### src/rtl/scl_pkg.sv
package scl_pkg;
    localparam int CFG_W    = 16;
    localparam int MODE_BIT = 15;
    localparam int DUTY_BIT = 14;

    typedef enum logic [1:0] {
        ST_IDLE = 2'd0,
        ST_LOW  = 2'd1,
        ST_HIGH = 2'd2
    } scl_state_e;
endpackage

### src/rtl/scl_cfg_reg.sv
module scl_cfg_reg #(
    parameter int DIV_W = 12
) (
    input  logic                     clk,
    input  logic                     rst_n,
    input  logic                     locked,
    input  logic                     wr_en,
    input  logic [scl_pkg::CFG_W-1:0] wr_data,
    output logic [scl_pkg::CFG_W-1:0] cfg_word
);
    localparam logic [scl_pkg::CFG_W-1:0] KEEP_MASK =
        (scl_pkg::CFG_W'(1) << scl_pkg::MODE_BIT) |
        (scl_pkg::CFG_W'(1) << scl_pkg::DUTY_BIT) |
        ((scl_pkg::CFG_W'(1) << DIV_W) - scl_pkg::CFG_W'(1));

    always_ff @(posedge clk or negedge rst_n) begin
        if (!rst_n) begin
            cfg_word <= '0;
        end else if (wr_en && !locked) begin
            cfg_word <= wr_data & KEEP_MASK;
        end
    end

    AST_WR_LOCKED: assert property (@(posedge clk) disable iff (!rst_n)
        (locked && wr_en) |=> $stable(cfg_word));
    AST_RSVD_ZERO: assert property (@(posedge clk) disable iff (!rst_n)
        wr_en |=> (cfg_word[13:12] == 2'b00));
endmodule

### src/rtl/scl_phase_len.sv
module scl_phase_len #(
    parameter int DIV_W = 12,
    parameter int CNT_W = DIV_W + 4
) (
    input  logic [scl_pkg::CFG_W-1:0] cfg_word,
    output logic [CNT_W-1:0]          high_len,
    output logic [CNT_W-1:0]          low_len
);
    logic             fast;
    logic             duty;
    logic [CNT_W-1:0] floor_v;
    logic [CNT_W-1:0] div_raw;
    logic [CNT_W-1:0] div_eff;

    always_comb begin
        fast    = cfg_word[scl_pkg::MODE_BIT];
        duty    = cfg_word[scl_pkg::DUTY_BIT];
        div_raw = CNT_W'(cfg_word[DIV_W-1:0]);
        floor_v = (fast && duty) ? CNT_W'(1) : CNT_W'(4);
        div_eff = (div_raw < floor_v) ? floor_v : div_raw;
        high_len = (fast && duty) ? div_eff * CNT_W'(9) : div_eff;
        if (!fast) begin
            low_len = div_eff;
        end else if (duty) begin
            low_len = div_eff << 4;
        end else begin
            low_len = div_eff << 1;
        end
    end
endmodule

### src/rtl/scl_clkgen.sv
module scl_clkgen #(
    parameter int DIV_W = 12
) (
    input  logic        clk,
    input  logic        rst_n,
    input  logic        periph_en,
    input  logic        wr_en,
    input  logic [15:0] wr_data,
    input  logic        run,
    input  logic        scl_in,
    output logic        scl_oe,
    output logic        phase_tick,
    output logic [15:0] ctrl_rd
);
    import scl_pkg::*;

    localparam int CNT_W = DIV_W + 4;

    scl_state_e       st, st_nxt;
    logic [CNT_W-1:0] cnt, cnt_nxt;
    logic [CNT_W-1:0] high_len, low_len;
    logic             go;

    scl_cfg_reg #(.DIV_W(DIV_W)) u_cfg (
        .clk      (clk),
        .rst_n    (rst_n),
        .locked   (periph_en),
        .wr_en    (wr_en),
        .wr_data  (wr_data),
        .cfg_word (ctrl_rd)
    );

    scl_phase_len #(.DIV_W(DIV_W), .CNT_W(CNT_W)) u_len (
        .cfg_word (ctrl_rd),
        .high_len (high_len),
        .low_len  (low_len)
    );

    assign go = run && periph_en;

    always_comb begin
        st_nxt  = st;
        cnt_nxt = cnt;
        unique case (st)
            ST_IDLE: begin
                if (go) begin
                    st_nxt  = ST_LOW;
                    cnt_nxt = '0;
                end
            end
            ST_LOW: begin
                if (cnt == low_len - CNT_W'(1)) begin
                    st_nxt  = ST_HIGH;
                    cnt_nxt = '0;
                end else begin
                    cnt_nxt = cnt + CNT_W'(1);
                end
            end
            ST_HIGH: begin
                if (scl_in) begin
                    if (cnt == high_len - CNT_W'(1)) begin
                        st_nxt  = ST_LOW;
                        cnt_nxt = '0;
                    end else begin
                        cnt_nxt = cnt + CNT_W'(1);
                    end
                end
            end
            default: begin
                st_nxt  = ST_IDLE;
                cnt_nxt = '0;
            end
        endcase
        if (!go) begin
            st_nxt  = ST_IDLE;
            cnt_nxt = '0;
        end
    end

    always_ff @(posedge clk or negedge rst_n) begin
        if (!rst_n) begin
            st         <= ST_IDLE;
            cnt        <= '0;
            phase_tick <= 1'b0;
        end else begin
            st         <= st_nxt;
            cnt        <= cnt_nxt;
            phase_tick <= (st_nxt != st) && (st_nxt != ST_IDLE);
        end
    end

    always_comb begin
        scl_oe = (st == ST_LOW);
    end

    AST_RELEASE_IDLE: assert property (@(posedge clk) disable iff (!rst_n)
        !go |=> !scl_oe);
    AST_TICK_SINGLE: assert property (@(posedge clk) disable iff (!rst_n)
        phase_tick |=> !phase_tick);
    AST_STRETCH_HOLD: assert property (@(posedge clk) disable iff (!rst_n)
        (st == ST_HIGH && !scl_in && go) |=> (st == ST_HIGH && $stable(cnt)));
    AST_LOW_BOUND: assert property (@(posedge clk) disable iff (!rst_n)
        (st == ST_LOW) |-> (cnt < low_len));
    AST_LEN_FLOOR: assert property (@(posedge clk) disable iff (!rst_n)
        go |-> (high_len >= CNT_W'(4) && low_len >= CNT_W'(4)));
endmodule

### config.mk
export PLATFORM = sky130hd
export DESIGN_NAME = scl_clkgen
export DESIGN_NICKNAME = d
export VERILOG_FILES = /design/src/rtl/scl_pkg.sv /design/src/rtl/scl_cfg_reg.sv /design/src/rtl/scl_phase_len.sv /design/src/rtl/scl_clkgen.sv
export SDC_FILE = /design/constraint.sdc
export NUM_CORES = 1
export LEC_CHECK = 0
export BUFFER_PORTS_ARGS = -buffer_cell sky130_fd_sc_hd__buf_2
export CAP_MARGIN = 20
export CORE_ASPECT_RATIO = 0.5
export CORE_MARGIN = 8
export CORE_UTILIZATION = 39
export DETAILED_ROUTE_END_ITERATION = 8
export HOLD_SLACK_MARGIN = 0.02
export MAX_ROUTING_LAYER = met4
export SYNTH_ARGS = -nofsm -noshare
export SYNTH_HDL_FRONTEND = slang
export SYNTH_HIERARCHICAL = 1
export SYNTH_SLANG_ARGS = --single-unit
### constraint.sdc
create_clock -name clk -period 7.31 [get_ports clk]
set_clock_uncertainty 0.05 [all_clocks]
set_input_delay 0.3655 -clock clk [delete_from_list [all_inputs] [get_ports clk]]
set_output_delay 0.3655 -clock clk [all_outputs]
set_load 0.02 [all_outputs]
==> summary.txt <==
Worst endpoint required time = 7.43 ns
Skew-Pair Late Insertion Delay = 0.28 ns
Total GRT Usage = 0.1498
Final period util = 0.9071
Overflow after GRT = 0
Final setup margin = 0.6795 ns
NetSw = 0.3905 mW
Count leader, synth = nand2_1
Stages on worst setup path = 25
Top cell type by total area after synthesis = dfrtp_1
Startpoint Class = flip-flop
CTS root buf = clkbuf_16
Max FO, Critical Path = 16
Pre-Repair DR Iteration Count = 4
Post-synth ARST share = 1.000
Buffers & Inverters on Critical Path = 3
Worst path slowest cell = fa_1
Initial Utilization = 0.4028
Vias per cell = 5.683
Reg2Reg Depth = 25
Die footprint = 0.01437 mm²
Final core utilization = 0.4342
Post-Layout Cell Count = 649
Met2 Use GR = 0.2318
Hold_buf cts = 0
Endpoint kind of the worst setup timing path = flip-flop
CTS max path bufs = 2
Final hold violations = 0
Setup Slack @ Placement = 0.4714 ns
Top cell family by delay on the critical path = compound AO/OA/AOI/OAI gates
Crit Path Category = reg2reg
Core area = 0.01028 mm²
Pwr dens = 202.2 mW/mm²
Rows = 26
Mean area per synthesized cell = 8.330 µm²
Final Max Tran Viols = 0
Switch share = 0.4327
Reg2reg end = cnt[6]
Final nets = 557
Peak VDD IR = 0.0001241 V
Placed Instances = 641
RR Startpoint = u_cfg/cfg_word[15]
Met1 Use GR = 0.2035
Chip height = 88.86 µm
I/O pins = 40
Share of power burned in combinational logic = 0.526
Max Freq = 0.1508 GHz
Status = finished clean
Post-CTS sizing = 0
Gpl congestion = 0.8847
Most Crowded Layer GR = met2
Clock sinks = 33
Initial antenna violation count = 0
Synth area leaders = dfrtp_1, ha_1, xnor2_1
Via count = 3,688
Met3 GRT Util = 0.02228
Final TNS setup = 0 ns
Largest net degree at the start of global routing = 34
Yosys cell types = 84
Setup violators final = 0
Hold slack = 0.1264 ns
Commonest register cell after synthesis = dfrtp_1
First-pass GRT wire length = 17.18 mm
Placed Instance Area = 0.004320 mm²
Final Cell Area = 0.004463 mm²
Vias in the first global route = 3,470
Internal power = 0.5119 mW
ANT cells = 0
Post-synth EDFFs = 0
Gate Count Post-Synth = 497
Number of CTS-inserted buffers = 5
Critical path's largest stage delay = 0.48 ns
P&R area growth vs syn = 7.797%
Routed Antenna Nets = 0
HPWL after detailed placement = 8.006 mm
Register area share after synthesis = 0.1995
Input/output buffers = 35
Slew @ Worst Pin = 1.021 ns
Synth top cells by count = nand2_1, dfrtp_1, xnor2_1, nor2_1, ha_1
Clock transition at path regs = 0.06 ns
CTS tree = done
Seq pwr share = 0.244
Slew headroom = 0.3172
#FFs+latches synth = 33
Clock Power Share = 0.230
DRC viols = 0
Avg WL per Cell = 15.88 µm
RSZ-0062 raised after global routing = false
Mapped Area = 0.004140 mm²
Synth top area share = 0.1995
H-Tree Depth = 2
Overall power = 0.9024 mW
HP Class = in2async
R2R setup slack = 0.68 ns
Max-cap violations = 0
Layout cells sized above 1 = 0.1729
Initial DRC count = 158
Postcts setup bufs = 0
Yosys warns = 6
LEAKAGE = 1.865 nW
Die width = 161.7 µm
Final min period = 6.631 ns
WL final = 10.31 mm
Arr. time, crit path = 6.75 ns
-- sequential cells by signal, summed over array words and instances, names as in the netlist --
register	count
u_cfg/cfg_word	14
phase_tick	1
st	2
cnt	16
-- worst max path at each step --
stage	from	end	slack [ns]
floorplan	u_cfg/cfg_word[15]	cnt[5]	1.18
global placement	u_cfg/cfg_word[14]	cnt[8]	0.63
detailed placement	u_cfg/cfg_word[15]	cnt[6]	0.47
CTS	u_cfg/cfg_word[15]	cnt[8]	0.47
global route	u_cfg/cfg_word[15]	cnt[6]	0.21
finish	u_cfg/cfg_word[15]	cnt[6]	0.68
-- logic make-up after synthesis --
logic type | after synthesis | synth area share
AO/OA/AOI/OAI | 126 | 0.2251
adder cells (fa/ha/maj) | 27 | 0.08341
flip-flops | 33 | 0.1995
other | 1 | 0.0009057
multiplexers | 27 | 0.08130
AND/OR/NAND/NOR | 175 | 0.2403
buffers and inverters | 64 | 0.07645
XOR/XNOR | 44 | 0.09308
-- layer usage --
metal | vias up | wire length [µm]
met3 | 6 | 304
li1 | 1853 | -
met1 | 1762 | 5442
met2 | 67 | 4473
met4 | 0 | 84
met5 | - | 0
-- final cells by class --
class | count | area, µm²
Timing Repair Buffer | 41 | 220.2
Multi-Input combinational cell | 401 | 3005
Clock inverter | 2 | 10.01
Tap cell | 140 | 175.2
Clock buffer | 6 | 128.9
Sequential cell | 33 | 825.8
Fill cell | 1047 | 5817
Inverter | 26 | 97.59
-- power by group through the flow --
stage | clock network, mW | logic (mW) | registers, mW
floorplan | 0 | 0.368 | 0.228
global placement | 0 | 0.465 | 0.223
detailed placement | 0 | 0.471 | 0.224
CTS | 0.211 | 0.473 | 0.220
global route | 0.219 | 0.528 | 0.223
finish | 0.207 | 0.475 | 0.220
-- layout by cell type (no fill, tap or decap), drive strengths merged, types with 7 or more instances in the layout --
| master | instances |
|---|---|
| nor2b | 7 |
| buf | 41 |
| xor2 | 15 |
| nand3 | 18 |
| a21oi | 24 |
| o21ai | 22 |
| mux2 | 20 |
| ha | 26 |
| xnor2 | 29 |
| and3 | 15 |
| nor2 | 29 |
| a211oi | 14 |
| inv | 25 |
| nor4 | 12 |
| mux2i | 7 |
| a21o | 7 |
| nand2b | 14 |
| nor3 | 10 |
| or3 | 9 |
| nand2 | 37 |
| dfrtp | 33 |
Power figures use the tool's default switching activity.
